==> config.mk <==
export PLATFORM = sky130hd
export DESIGN_NAME = tmx_crossbar
export DESIGN_NICKNAME = d
export VERILOG_FILES = /design/src/rtl/xbar_pkg.sv /design/src/rtl/xbar_slot_seq.sv /design/src/rtl/xbar_route_table.sv /design/src/rtl/xbar_lane_mux.sv /design/src/rtl/xbar_dest_hold.sv /design/src/rtl/tmx_crossbar.sv
export SDC_FILE = /design/constraint.sdc
export NUM_CORES = 1
export LEC_CHECK = 0
export BUFFER_PORTS_ARGS = -buffer_cell sky130_fd_sc_hd__buf_2
export CAP_MARGIN = 20
export CORE_MARGIN = 3
export CORE_UTILIZATION = 30
export DETAILED_ROUTE_END_ITERATION = 10
export GPL_ROUTABILITY_DRIVEN = 0
export PLACE_DENSITY = 0.51
export SYNTH_ARGS = -nofsm -noshare
export SYNTH_HDL_FRONTEND = slang
export SYNTH_SLANG_ARGS = --single-unit
==> constraint.sdc <==
create_clock -name clk -period 7.9 [get_ports clk]
set_clock_uncertainty 0.2 [all_clocks]
set_input_delay 1.185 -clock clk [delete_from_list [all_inputs] [get_ports clk]]
set_output_delay 1.185 -clock clk [all_outputs]
set_load 0.02 [all_outputs]
==> src/rtl/xbar_pkg.sv <==
// Package: shared code values and sizing helpers for the time-sliced crossbar.
// Assumes: the source code space is idle, memory, direct units, then held units.
package xbar_pkg;

    localparam int SRC_IDLE      = 0;
    localparam int SRC_MEM       = 1;
    localparam int SRC_UNIT_BASE = 2;
    localparam int DST_IDLE      = 0;

    // Number of distinct source codes for n units
    function automatic int src_codes(input int n);
        return 2 * n + 2;
    endfunction

    // Number of distinct destination codes for n units
    function automatic int dst_codes(input int n);
        return n + 2;
    endfunction

    // Bits needed to encode v distinct values (at least one)
    function automatic int bits_for(input int v);
        return (v <= 2) ? 1 : $clog2(v);
    endfunction

endpackage

==> src/rtl/xbar_slot_seq.sv <==
// Module: slot sequencer. Counts fast cycles within a slow period.
// Assumes: slow_sync marks slot 0 and is free to arrive at any phase; the
// count wraps by itself when no sync arrives.
module xbar_slot_seq #(
    parameter int SLOTS  = 4,
    parameter int SLOT_W = 2
) (
    input  logic              clk,
    input  logic              rst_n,
    input  logic              slow_sync,
    output logic [SLOT_W-1:0] cur_slot,
    output logic              boundary
);

    logic [SLOT_W-1:0] slot_q;

    // Current slot: a sync pulse overrides the running count
    always_comb begin
        cur_slot = slow_sync ? '0 : slot_q;
        boundary = (cur_slot == SLOT_W'(SLOTS - 1));
    end

    // Advance the count, wrapping after the last slot
    always_ff @(posedge clk) begin
        if (!rst_n)
            slot_q <= '0;
        else if (boundary)
            slot_q <= '0;
        else
            slot_q <= cur_slot + SLOT_W'(1);
    end

    assert_sync_advance_R1: assert property (@(posedge clk) disable iff (!rst_n)
        (slow_sync ##1 !slow_sync) |-> (cur_slot == SLOT_W'(1)));

    assert_wrap_after_last_R1: assert property (@(posedge clk) disable iff (!rst_n)
        boundary |=> (cur_slot == '0));

endmodule

==> src/rtl/xbar_route_table.sv <==
// Module: routing table with a shadow copy for writes and a live copy for use.
// Assumes: writes need cfg_en and cfg_wr together; the live copy reloads only
// at the period boundary, so routing is constant within a slow period.
module xbar_route_table #(
    parameter int SLOTS  = 4,
    parameter int LANES  = 2,
    parameter int SLOT_W = 2,
    parameter int LANE_W = 1,
    parameter int SRC_W  = 4,
    parameter int DST_W  = 3
) (
    input  logic                   clk,
    input  logic                   rst_n,
    input  logic                   boundary,
    input  logic [SLOT_W-1:0]      cur_slot,
    input  logic                   cfg_en,
    input  logic                   cfg_wr,
    input  logic [SLOT_W-1:0]      cfg_slot,
    input  logic [LANE_W-1:0]      cfg_lane,
    input  logic [SRC_W-1:0]       cfg_src,
    input  logic [DST_W-1:0]       cfg_dst,
    output logic [LANES*SRC_W-1:0] lane_src,
    output logic [LANES*DST_W-1:0] lane_dst
);

    localparam int ENTRY_W = SRC_W + DST_W;
    localparam int TBL_W   = SLOTS * LANES * ENTRY_W;

    logic [TBL_W-1:0] shadow_q;
    logic [TBL_W-1:0] active_q;
    logic             wr_ok;

    // Accept a write only when enabled and addressing a real entry
    always_comb begin
        wr_ok = cfg_en && cfg_wr && (int'(cfg_slot) < SLOTS) && (int'(cfg_lane) < LANES);
    end

    // Shadow copy takes software writes
    always_ff @(posedge clk) begin
        if (!rst_n)
            shadow_q <= '0;
        else if (wr_ok)
            shadow_q[(int'(cfg_slot) * LANES + int'(cfg_lane)) * ENTRY_W +: ENTRY_W] <= {cfg_src, cfg_dst};
    end

    // Live copy reloads from the shadow at the period boundary
    always_ff @(posedge clk) begin
        if (!rst_n)
            active_q <= '0;
        else if (boundary)
            active_q <= shadow_q;
    end

    // Present the entry of every lane for the current slot
    for (genvar l = 0; l < LANES; l++) begin : g_lane_rd
        assign lane_src[l*SRC_W +: SRC_W] = active_q[(int'(cur_slot) * LANES + l) * ENTRY_W + DST_W +: SRC_W];
        assign lane_dst[l*DST_W +: DST_W] = active_q[(int'(cur_slot) * LANES + l) * ENTRY_W +: DST_W];
    end

    assert_shadow_gated_R7: assert property (@(posedge clk) disable iff (!rst_n)
        !(cfg_en && cfg_wr) |=> $stable(shadow_q));

    assert_live_only_at_boundary_R8: assert property (@(posedge clk) disable iff (!rst_n)
        !boundary |=> $stable(active_q));

endmodule

==> src/rtl/xbar_lane_mux.sv <==
// Module: one lane of the crossbar. Picks the source word named by the slot
// entry and passes on a cleaned destination code.
// Assumes: out-of-range or idle codes turn the lane idle (destination 0).
module xbar_lane_mux
    import xbar_pkg::*;
#(
    parameter int NUM_UNITS = 4,
    parameter int DATA_W    = 16,
    parameter int SRC_W     = 4,
    parameter int DST_W     = 3
) (
    input  logic [SRC_W-1:0]            src,
    input  logic [DST_W-1:0]            dst,
    input  logic [DATA_W-1:0]           mem_rdata,
    input  logic [NUM_UNITS*DATA_W-1:0] unit_out,
    input  logic [NUM_UNITS*DATA_W-1:0] unit_dly,
    output logic [DATA_W-1:0]           lane_data,
    output logic [DST_W-1:0]            lane_dst
);

    logic src_ok;

    // Source selection across memory, direct units and held-back units
    always_comb begin
        lane_data = '0;
        src_ok    = 1'b0;
        if (src == SRC_W'(SRC_MEM)) begin
            lane_data = mem_rdata;
            src_ok    = 1'b1;
        end
        for (int k = 0; k < NUM_UNITS; k++) begin
            if (src == SRC_W'(SRC_UNIT_BASE + k)) begin
                lane_data = unit_out[k*DATA_W +: DATA_W];
                src_ok    = 1'b1;
            end
            if (src == SRC_W'(SRC_UNIT_BASE + NUM_UNITS + k)) begin
                lane_data = unit_dly[k*DATA_W +: DATA_W];
                src_ok    = 1'b1;
            end
        end
    end

    // Destination survives only with a usable source and an in-range code
    always_comb begin
        if (src_ok && (int'(dst) <= NUM_UNITS + 1))
            lane_dst = dst;
        else
            lane_dst = DST_W'(DST_IDLE);
    end

endmodule

==> src/rtl/xbar_dest_hold.sv <==
// Module: per-destination staging and presentation registers.
// Assumes: lane_dst code 1+d targets destination d; a later lane index wins
// inside a slot; at the boundary the gathered word moves to the outputs and
// staging clears.
module xbar_dest_hold #(
    parameter int NDST   = 5,
    parameter int LANES  = 2,
    parameter int DATA_W = 16,
    parameter int DST_W  = 3
) (
    input  logic                    clk,
    input  logic                    rst_n,
    input  logic                    boundary,
    input  logic [LANES*DATA_W-1:0] lane_data,
    input  logic [LANES*DST_W-1:0]  lane_dst,
    output logic [NDST*DATA_W-1:0]  out_data,
    output logic [NDST-1:0]         out_vld
);

    logic [NDST*DATA_W-1:0] stg_data_q;
    logic [NDST-1:0]        stg_vld_q;
    logic [NDST*DATA_W-1:0] hit_data;
    logic [NDST-1:0]        hit;
    logic [NDST*DATA_W-1:0] out_data_q;
    logic [NDST-1:0]        out_vld_q;

    // Decode lane deliveries per destination, higher lane last so it wins
    always_comb begin
        hit      = '0;
        hit_data = '0;
        for (int d = 0; d < NDST; d++) begin
            for (int l = 0; l < LANES; l++) begin
                if (lane_dst[l*DST_W +: DST_W] == DST_W'(d + 1)) begin
                    hit[d]                      = 1'b1;
                    hit_data[d*DATA_W +: DATA_W] = lane_data[l*DATA_W +: DATA_W];
                end
            end
        end
    end

    for (genvar d = 0; d < NDST; d++) begin : g_dst
        // Gather within the period, publish and clear at the boundary
        always_ff @(posedge clk) begin
            if (!rst_n) begin
                stg_vld_q[d]                     <= 1'b0;
                stg_data_q[d*DATA_W +: DATA_W]   <= '0;
                out_vld_q[d]                     <= 1'b0;
                out_data_q[d*DATA_W +: DATA_W]   <= '0;
            end else if (boundary) begin
                out_vld_q[d] <= hit[d] | stg_vld_q[d];
                if (hit[d])
                    out_data_q[d*DATA_W +: DATA_W] <= hit_data[d*DATA_W +: DATA_W];
                else if (stg_vld_q[d])
                    out_data_q[d*DATA_W +: DATA_W] <= stg_data_q[d*DATA_W +: DATA_W];
                else
                    out_data_q[d*DATA_W +: DATA_W] <= '0;
                stg_vld_q[d]                   <= 1'b0;
                stg_data_q[d*DATA_W +: DATA_W] <= '0;
            end else if (hit[d]) begin
                stg_vld_q[d]                   <= 1'b1;
                stg_data_q[d*DATA_W +: DATA_W] <= hit_data[d*DATA_W +: DATA_W];
            end
        end

        assert_idle_dest_zero_R5: assert property (@(posedge clk) disable iff (!rst_n)
            !out_vld_q[d] |-> (out_data_q[d*DATA_W +: DATA_W] == '0));
    end

    assign out_data = out_data_q;
    assign out_vld  = out_vld_q;

    assert_outputs_hold_R3: assert property (@(posedge clk) disable iff (!rst_n)
        !boundary |=> ($stable(out_data_q) && $stable(out_vld_q)));

endmodule

==> src/rtl/tmx_crossbar.sv <==
// Module: time-sliced crossbar between a memory port and NUM_UNITS units.
// Assumes: clk is SLOTS times the unit clock and slow_sync marks slot 0;
// unit_out is stable across a slow period; held-back copies of unit outputs
// give one-period pipeline stages between chained units.
module tmx_crossbar
    import xbar_pkg::*;
#(
    parameter int  NUM_UNITS = 4,
    parameter int  DATA_W    = 16,
    parameter int  SLOTS     = 4,
    parameter int  LANES     = 2,
    localparam int SLOT_W    = bits_for(SLOTS),
    localparam int LANE_W    = bits_for(LANES),
    localparam int SRC_W     = bits_for(src_codes(NUM_UNITS)),
    localparam int DST_W     = bits_for(dst_codes(NUM_UNITS))
) (
    input  logic                        clk,
    input  logic                        rst_n,
    input  logic                        slow_sync,
    input  logic [DATA_W-1:0]           mem_rdata,
    input  logic [NUM_UNITS*DATA_W-1:0] unit_out,
    input  logic                        cfg_en,
    input  logic                        cfg_wr,
    input  logic [SLOT_W-1:0]           cfg_slot,
    input  logic [LANE_W-1:0]           cfg_lane,
    input  logic [SRC_W-1:0]            cfg_src,
    input  logic [DST_W-1:0]            cfg_dst,
    output logic [NUM_UNITS*DATA_W-1:0] unit_in,
    output logic [NUM_UNITS-1:0]        unit_in_vld,
    output logic [DATA_W-1:0]           mem_wdata,
    output logic                        mem_wvalid
);

    localparam int NDST = NUM_UNITS + 1;

    logic [SLOT_W-1:0]           cur_slot;
    logic                        boundary;
    logic [LANES*SRC_W-1:0]      lane_src;
    logic [LANES*DST_W-1:0]      lane_dst_cfg;
    logic [LANES*DATA_W-1:0]     lane_data;
    logic [LANES*DST_W-1:0]      lane_dst;
    logic [NUM_UNITS*DATA_W-1:0] unit_dly_q;
    logic [NDST*DATA_W-1:0]      dst_data;
    logic [NDST-1:0]             dst_vld;

    xbar_slot_seq #(.SLOTS(SLOTS), .SLOT_W(SLOT_W)) seq_i (
        .clk       (clk),
        .rst_n     (rst_n),
        .slow_sync (slow_sync),
        .cur_slot  (cur_slot),
        .boundary  (boundary)
    );

    xbar_route_table #(
        .SLOTS(SLOTS), .LANES(LANES), .SLOT_W(SLOT_W),
        .LANE_W(LANE_W), .SRC_W(SRC_W), .DST_W(DST_W)
    ) tbl_i (
        .clk      (clk),
        .rst_n    (rst_n),
        .boundary (boundary),
        .cur_slot (cur_slot),
        .cfg_en   (cfg_en),
        .cfg_wr   (cfg_wr),
        .cfg_slot (cfg_slot),
        .cfg_lane (cfg_lane),
        .cfg_src  (cfg_src),
        .cfg_dst  (cfg_dst),
        .lane_src (lane_src),
        .lane_dst (lane_dst_cfg)
    );

    for (genvar l = 0; l < LANES; l++) begin : g_lane
        xbar_lane_mux #(
            .NUM_UNITS(NUM_UNITS), .DATA_W(DATA_W), .SRC_W(SRC_W), .DST_W(DST_W)
        ) mux_i (
            .src       (lane_src[l*SRC_W +: SRC_W]),
            .dst       (lane_dst_cfg[l*DST_W +: DST_W]),
            .mem_rdata (mem_rdata),
            .unit_out  (unit_out),
            .unit_dly  (unit_dly_q),
            .lane_data (lane_data[l*DATA_W +: DATA_W]),
            .lane_dst  (lane_dst[l*DST_W +: DST_W])
        );
    end

    for (genvar k = 0; k < NUM_UNITS; k++) begin : g_dly
        // Hold back each unit output by one slow period
        always_ff @(posedge clk) begin
            if (!rst_n)
                unit_dly_q[k*DATA_W +: DATA_W] <= '0;
            else if (boundary)
                unit_dly_q[k*DATA_W +: DATA_W] <= unit_out[k*DATA_W +: DATA_W];
        end
    end

    xbar_dest_hold #(
        .NDST(NDST), .LANES(LANES), .DATA_W(DATA_W), .DST_W(DST_W)
    ) hold_i (
        .clk       (clk),
        .rst_n     (rst_n),
        .boundary  (boundary),
        .lane_data (lane_data),
        .lane_dst  (lane_dst),
        .out_data  (dst_data),
        .out_vld   (dst_vld)
    );

    assign unit_in     = dst_data[NUM_UNITS*DATA_W-1:0];
    assign unit_in_vld = dst_vld[NUM_UNITS-1:0];
    assign mem_wdata   = dst_data[NDST*DATA_W-1 -: DATA_W];
    assign mem_wvalid  = dst_vld[NDST-1];

    assert_dly_hold_R6: assert property (@(posedge clk) disable iff (!rst_n)
        !boundary |=> $stable(unit_dly_q));

endmodule

==> results of run 1 <==
per-stage QoR:
stage                     power (mW)  setup WS [ns]
final                           4.61           1.66
after global routing            4.77           1.33
after global placement          2.63           1.32
after detailed placement        2.64           1.26
after floorplan                 2.35           2.85
after CTS                       4.62           1.80
cell type report:
| type | instances | area (sq um) | share of cell area (%) |
|---|---|---|---|
| clock buffers | 57 | 1230 | 5.37 |
| clock inverters | 19 | 190 | 0.833 |
| inverters | 13 | 51.3 | 0.225 |
| multi-input cells | 1927 | 11900 | 52.2 |
| flip-flops and latches | 348 | 6970 | 30.5 |
| well taps | 855 | 1070 | 4.68 |
| repair buffers | 242 | 1410 | 6.15 |
kinds of logic (layout without fill, tap and decap cells):
| logic type | Yosys count | count (layout) | synth area share [%] |
|---|---|---|---|
| buffers and inverters | 208 | 331 | 4.61 |
| AOI/OAI and AO/OA | 842 | 842 | 29.0 |
| and+or+nand+nor | 875 | 875 | 19.7 |
| muxes | 183 | 183 | 9.96 |
| DFF | 348 | 348 | 35.2 |
| adders and majority gates | 14 | 14 | 0.923 |
| xor gates and xnor gates | 13 | 13 | 0.614 |
worst paths after layout:
check	end	slack [ns]	from	cells past startpoint
setup / recovery	hold_i.out_data[63]	1.66	slow_sync	15
hold / removal	hold_i.stg_data_q[53]	0.25	hold_i.stg_data_q[53]	2
hold reg to reg	hold_i.stg_data_q[53]	0.25	hold_i.stg_data_q[53]	2
setup reg to reg	hold_i.out_data[63]	1.74	seq_i.slot_q[0]	13
critical path: stages:
cell       delay, ns
buf_2           0.25
nand2b_1        0.34
inv_2           0.23
ha_1            0.74
nor2b_1         0.12
o21ai_0         0.10
o32a_2          0.30
a21bo_2         0.42
a21oi_2         0.87
a2111oi_2       0.18
buf_4           0.25
nor2_2          0.28
and2_0          0.82
a221oi_1        0.23
a21oi_1         0.18
state kept, by name (all words and copies together), names as in the netlist:
| signal | count |
|---|---|
| tbl_i.shadow_q | 56 |
| hold_i.stg_vld_q | 5 |
| hold_i.stg_data_q | 80 |
| unit_dly_q | 64 |
| hold_i.out_vld | 5 |
| tbl_i.active_q | 56 |
| hold_i.out_data | 80 |
| seq_i.slot_q | 2 |
where the power goes:
group / switching [mW] / total [mW] / internal (mW)
Sequential: 0.0210 / 1.80 / 1.78
Clock: 0.824 / 1.99 / 1.16
Combinational: 0.588 / 0.827 / 0.239
Total: 1.43 / 4.61 / 3.18
cell usage after synthesis, types with 12 or more instances:
| master | n | area [sq um] |
|---|---|---|
| a211oi_1 | 25 | 188 |
| a21o_1 | 14 | 105 |
| a21oi_1 | 197 | 986 |
| a221oi_1 | 44 | 385 |
| a22o_1 | 21 | 184 |
| a22oi_1 | 43 | 323 |
| a31oi_1 | 70 | 438 |
| a32o_1 | 12 | 120 |
| a41oi_1 | 23 | 201 |
| buf_1 | 15 | 56.3 |
| buf_2 | 47 | 235 |
| clkbuf_1 | 119 | 447 |
| dfxtp_1 | 348 | 6970 |
| ha_1 | 13 | 163 |
| mux2i_1 | 157 | 1570 |
| nand2_1 | 337 | 1260 |
| nand2b_1 | 18 | 113 |
| nand3_1 | 40 | 200 |
| nor2_1 | 326 | 1220 |
| nor3_1 | 41 | 205 |
| nor4_1 | 12 | 75.1 |
| o211ai_1 | 20 | 150 |
| o21ai_0 | 159 | 796 |
| o21ai_1 | 29 | 145 |
| o221ai_1 | 14 | 123 |
| o22a_1 | 13 | 114 |
| o22ai_1 | 40 | 250 |
layout by cell type (no fill, tap or decap), drive strengths merged, types with 11 or more instances in the layout:
cell type  count
a211oi        35
a21o          15
a21oi        200
a221oi        51
a22o          21
a22oi         43
a31oi         71
a32o          12
a41oi         23
and2          11
buf          242
clkbuf        57
clkinv        13
dfxtp        348
ha            13
inv           15
mux2          17
mux2i        157
nand2        338
nand2b        20
nand3         42
nor2         338
nor3          46
nor4          15
o211ai        21
o21ai        191
o221ai        14
o22a          13
o22ai         41
or3           11
per-layer routing:
| metal | track usage [%] | up-vias | wire length, um |
|---|---|---|---|
| met5 | 0 | - | 0 |
| li1 | - | 9376 | - |
| met2 | 37.0 | 986 | 38000 |
| met4 | 8.92 | 0 | 3640 |
| met1 | 29.5 | 9918 | 34000 |
| met3 | 3.27 | 226 | 5930 |
==> key figures, run 1 <==
Routing
  • Drt total wl: just over 80 mm
  • Iter 0 DRT Violations: approximately 2200
  • Routed vias/inst: slightly below 6
  • WL/cell: around 24 um
  • Routed vias: just over 20000
  • Antenna Nets Post-Route: 0
  • DR DRC count: 0
  • Drt pass-1 iters: 8

Synth
  • Cells after Synth: roughly 2500
  • Asr flop ratio synth: 0%
  • Primary FF master, synth: dfxtp_1
  • Sequential share of the synthesized area: about a third
  • Syn_nets: 2592
  • Synth cell types: approximately 110
  • Post-synth EDFFs: 0
  • Syn_area_per_cell: 7.97 sq um
  • Synth warn: 0
  • Mapped Area: 0.0198 sq mm
  • Post-synthesis register bit count: roughly 350

CTS
  • Post-CTS Setup Repair Bufs: 0
  • # resized after CTS: 0
  • H-tree depth: 2
  • Clock Pin Slew Worst Setup and Hold Paths: roughly 0.060 ns
  • Number of buffers created by CTS: 41
  • Maximum clock insertion buffer count: 3
  • CTS root buf: clkbuf_16
  • CTS hold repair buffers: 0
  • Clk_lat worst skew: 0.57 ns
  • Total clock sinks: 348
  • CTS tree: yes

Die
  • Rows: between 90 and 100
  • Die area: 0.0691 sq mm
  • Starting Density: 30.5%
  • Die H: 263 um
  • Width of the die: approximately 260 um
  • Core ar.: roughly 0.065 sq mm
  • Io pins: 180

Final layout
  • Post-Layout Cell Count: around 3500
  • NumNets Final: about 2700
  • Layout cells sized above 1: between 10% and 20%
  • Finished Cell Area: between 0.02 and 0.025 sq mm
  • Fillers: a little under 7000
  • Diode count: 0
  • Fin util: a little over a third
  • Area Overhead vs Synth: 15.5%

Global route
  • Initial antenna violation count: 0
  • Vias in the first global route: 18944
  • Total track usage: between 20% and 30%
  • Global route overflow: 0
  • Global-route wire length before repair: approximately 120 mm
  • Largest net degree at the start of global routing: 159

Placed design
  • Cell Area, Placed: ~0.021 sq mm
  • Post-detail-place hpwl: ~59 mm
  • Number of port buffers: 179
  • Placed insts: around 3400

Pwr
  • Worst vdd ir: approximately 0.12 mV
  • Pwr Density: between 200 and 250 mW/mm^2
  • Leak: between 8 and 9 nW

STA
  • Hold WS: around 0.25 ns
  • Tcrit/Tclk final: 79.0%
  • Min cycle time layout: 6.24 ns
  • Final Hold Viols: 0
  • Max Freq: roughly 160 MHz
  • Setup Total Neg Slack: 0 ns
  • Worst-Margin Slew: 1.12 ns
  • Final Setup Violations: 0
  • Setup repair after global routing missed its margin: false
  • Slew Limit Fails: 0
  • Headroom to the max-slew limit: 25.1%

Run status
  • Status: completed

Critical path
  • Worst setup path class: primary input to flop
  • Critical path fanouts, max: 21
  • CP Data Required Time: a little over 8 ns
  • CP arrival: roughly 6.5 ns
  • Setup crit end kind: flop
  • CP startpoint kind: primary input

Run
  • Max Cap Viol: 0

Worst hold path
  • Hold crit path type: flop to flop
Power figures use the tool's default switching activity.
==> run 2, diff against run 1 <==
==> constraint.sdc (replaced) <==
create_clock -name clk -period 5.81 [get_ports clk]
set_clock_uncertainty 0.2 [all_clocks]
set_input_delay 0.8715 -clock clk [delete_from_list [all_inputs] [get_ports clk]]
set_output_delay 0.8715 -clock clk [all_outputs]
set_load 0.02 [all_outputs]
==> run 2 against run 1 <==
Compared with the run above: worst hold slack hardly changed; routed wire length is 0.95% higher; highest routed layer unchanged; register-to-register slack worse by 0.78 ns; combinational power is 41% higher; critical path type unchanged; sequential share of layout area is 0.49 points lower.
==> key figures, run 2 (synthesized netlist as in run 1, its figures left out) <==
STA
  • Final Setup Violations: 0 (unchanged)
  • Max Freq: about 200 MHz
  • Final Hold Viols: 0 (unchanged)
  • Setup Total Neg Slack: 0 ns (unchanged)
  • Headroom to the max-slew limit: 26.7% (+1.6 points)
  • Setup repair after global routing missed its margin: false
  • Slew Limit Fails: 0 (unchanged)
  • Tcrit/Tclk final: 88.2%
  • Min cycle time layout: slightly above 5 ns
  • Worst-Margin Slew: 1.09 ns (-0.0321 ns)
  • Hold WS: 0.255 ns (-0.000235 ns)

Critical path
  • CP startpoint kind: primary input
  • Worst reg2reg endpoint: hold_i.out_data[57]
  • Register-to-register path setup slack: 0.96 ns (-0.78 ns)
  • CP max stage cell: ha_1
  • CP arrival: 5.32 ns (-1.22 ns)
  • Critical path's largest stage delay: 0.65 ns (-0.22 ns)
  • CP cell instances: buf_2 > nand2b_1 > inv_2 > ha_1 > nand2b_1 > nor3_1 > a211oi_2 > and2_1 > buf_4 > nand2_1 > buf_4 > a2111oi_0 > nor2_1 > o21a_1 > o31ai_1 > a41oi_1
  • Setup crit end kind: flop
  • CP Data Required Time: 6.00 ns (-2.19 ns)
  • Reg2Reg Depth: 14 (+1)
  • Critical path fanouts, max: 21 (unchanged)
  • FF-to-FF Start: seq_i.slot_q[0]
  • Worst setup path class: primary input to flop

CTS
  • Total clock sinks: 348 (unchanged)
  • # resized after CTS: 0 (unchanged)
  • Number of buffers created by CTS: 42 (+2.4%)
  • H-tree depth: 2 (unchanged)
  • Post-CTS Setup Repair Bufs: 0 (unchanged)
  • Clk_lat worst skew: 0.58 ns (about the same)
  • CTS tree: yes
  • Clock Pin Slew Worst Setup and Hold Paths: 0.06 ns (about the same)
  • Maximum clock insertion buffer count: 3 (unchanged)
  • CTS root buf: clkbuf_16
  • CTS hold repair buffers: 0 (unchanged)

Global route
  • Initial antenna violation count: 0 (unchanged)
  • Total track usage: 22.9% (+0.51 points)
  • Vias in the first global route: 19779 (+4.4%)
  • Global route overflow: 0 (unchanged)
  • Largest net degree at the start of global routing: 193 (+21%)
  • Global-route wire length before repair: 125 mm (+2.4%)

Run status
  • Status: completed

Placed design
  • Post-detail-place hpwl: 60.4 mm (+2.0%)
  • Number of port buffers: 179 (unchanged)
  • Placed insts: 3426 (+1.2%)

Final layout
  • Diode count: 0 (unchanged)
  • Commonest non-fill, non-tap cell in the layout: dfxtp_1
  • Layout cells sized above 1: 17.2% (+1.1 points)
  • Fillers: 6675 (-1.9%)
  • Area Overhead vs Synth: 17.4%
  • Post-Layout Cell Count: 3501 (+1.2%)
  • Commonest cells after routing, fill and taps aside: dfxtp_1 (348), nand2_1 (336), nor2_1 (326)
  • NumNets Final: 2725 (+1.6%)

Die
  • Io pins: 180 (unchanged)
  • Core ar.: 0.0648 sq mm (unchanged)
  • Starting Density: 30.5% (unchanged)
  • Width of the die: 263 um (unchanged)
  • Die area: 0.0691 sq mm (unchanged)
  • Rows: 93 (unchanged)
  • Die H: 263 um (unchanged)

Routing
  • WL/cell: 23.5 um (-0.21%)
  • Routed vias: 20527 (+0.10%)
  • Iter 0 DRT Violations: 2144 (-2.9%)
  • Antenna Nets Post-Route: 0 (unchanged)
  • Routed vias/inst: 5.86 (-1.0%)
  • Drt total wl: 82.3 mm (+0.95%)
  • DR DRC count: 0 (unchanged)
  • Drt pass-1 iters: 8 (unchanged)

Worst hold path
  • Min-delay src: hold_i.stg_data_q[58]
  • Hold crit path type: flop to flop
  • Worst Hold End: hold_i.stg_data_q[58]
  • Hold Crit Depth: 2 (unchanged)

Pwr
  • Worst vdd ir: 0.249 mV (+100%)
  • Power after layout: 6.42 mW (+39%)
  • Pwr Density: 277 mW/mm^2 (+37%)
  • Leak: 8.30 nW (+2.7%)

Run
  • Max Cap Viol: 0 (unchanged)
## run 2: changes by cell type in the layout (fill, tap and decap cells not counted), moves of 2 or more
cell / previous run / this run
clkinv_8: 0 / 2
buf_4: 59 / 102
bufinv_16: 2 / 5
clkbuf_1: 3 / 6
clkinv_2: 10 / 1
## run 2: worst max-delay path by stage
stage	end	start
2_1_floorplan	hold_i.out_data[57]	slow_sync
3_5_place_dp	hold_i.out_data[57]	slow_sync
6_report	hold_i.out_data[57]	slow_sync
5_1_grt	hold_i.out_data[3]	slow_sync
3_3_place_gp	hold_i.out_data[6]	slow_sync
4_1_cts	hold_i.out_data[57]	slow_sync
## run 2: through the flow
| step | utilization [%] | setup slack (ns) | cell area [sq um] |
|---|---|---|---|
| 2_1_floorplan | - | 1.07 | 19800 |
| 3_3_place_gp | 33.5 | 0.360 | 21700 |
| 3_5_place_dp | 33.5 | 0.307 | 21700 |
| 4_1_cts | 35.8 | 0.896 | 23200 |
| 5_1_grt | 35.8 | 0.487 | 23200 |
| 6_report | 35.8 | 0.684 | 23200 |
## run 2: layer usage
metal  GRT usage (%)  vias up  part of all wire, %
met2            38.8      995                   47
met1            29.0     9866                   41
met3            3.81      213                  7.2
met4            9.24        0                  4.2
met5               0        -                    0
li1                -     9453                    -
## run 2: where the power goes
group	switching [mW]	internal [mW]	leakage (nW)	total, mW
sequential	0.0232	2.42	2.81	2.44
combinational	0.816	0.352	4.77	1.17
clock	1.09	1.72	0.718	2.82
total	1.93	4.49	8.30	6.42
## run 2: worst max-delay path, delay by kind of cell
kind	cells	cell delay, ns
AO/OA/AOI/OAI	5	1.61
adder cells (fa/ha/maj)	1	0.65
buffers and inverters	4	0.89
AND/OR/NAND/NOR	6	1.27
## run 2: cell type report
class	count	area (sq um)	area share [%]
tap	855	1070	4.61
multi-input combinational	1927	11900	51.4
clock buffer	60	1250	5.38
timing repair buffer	284	1710	7.38
inverter	13	51.3	0.221
sequential	348	6970	30.0
clock inverter	14	236	1.02
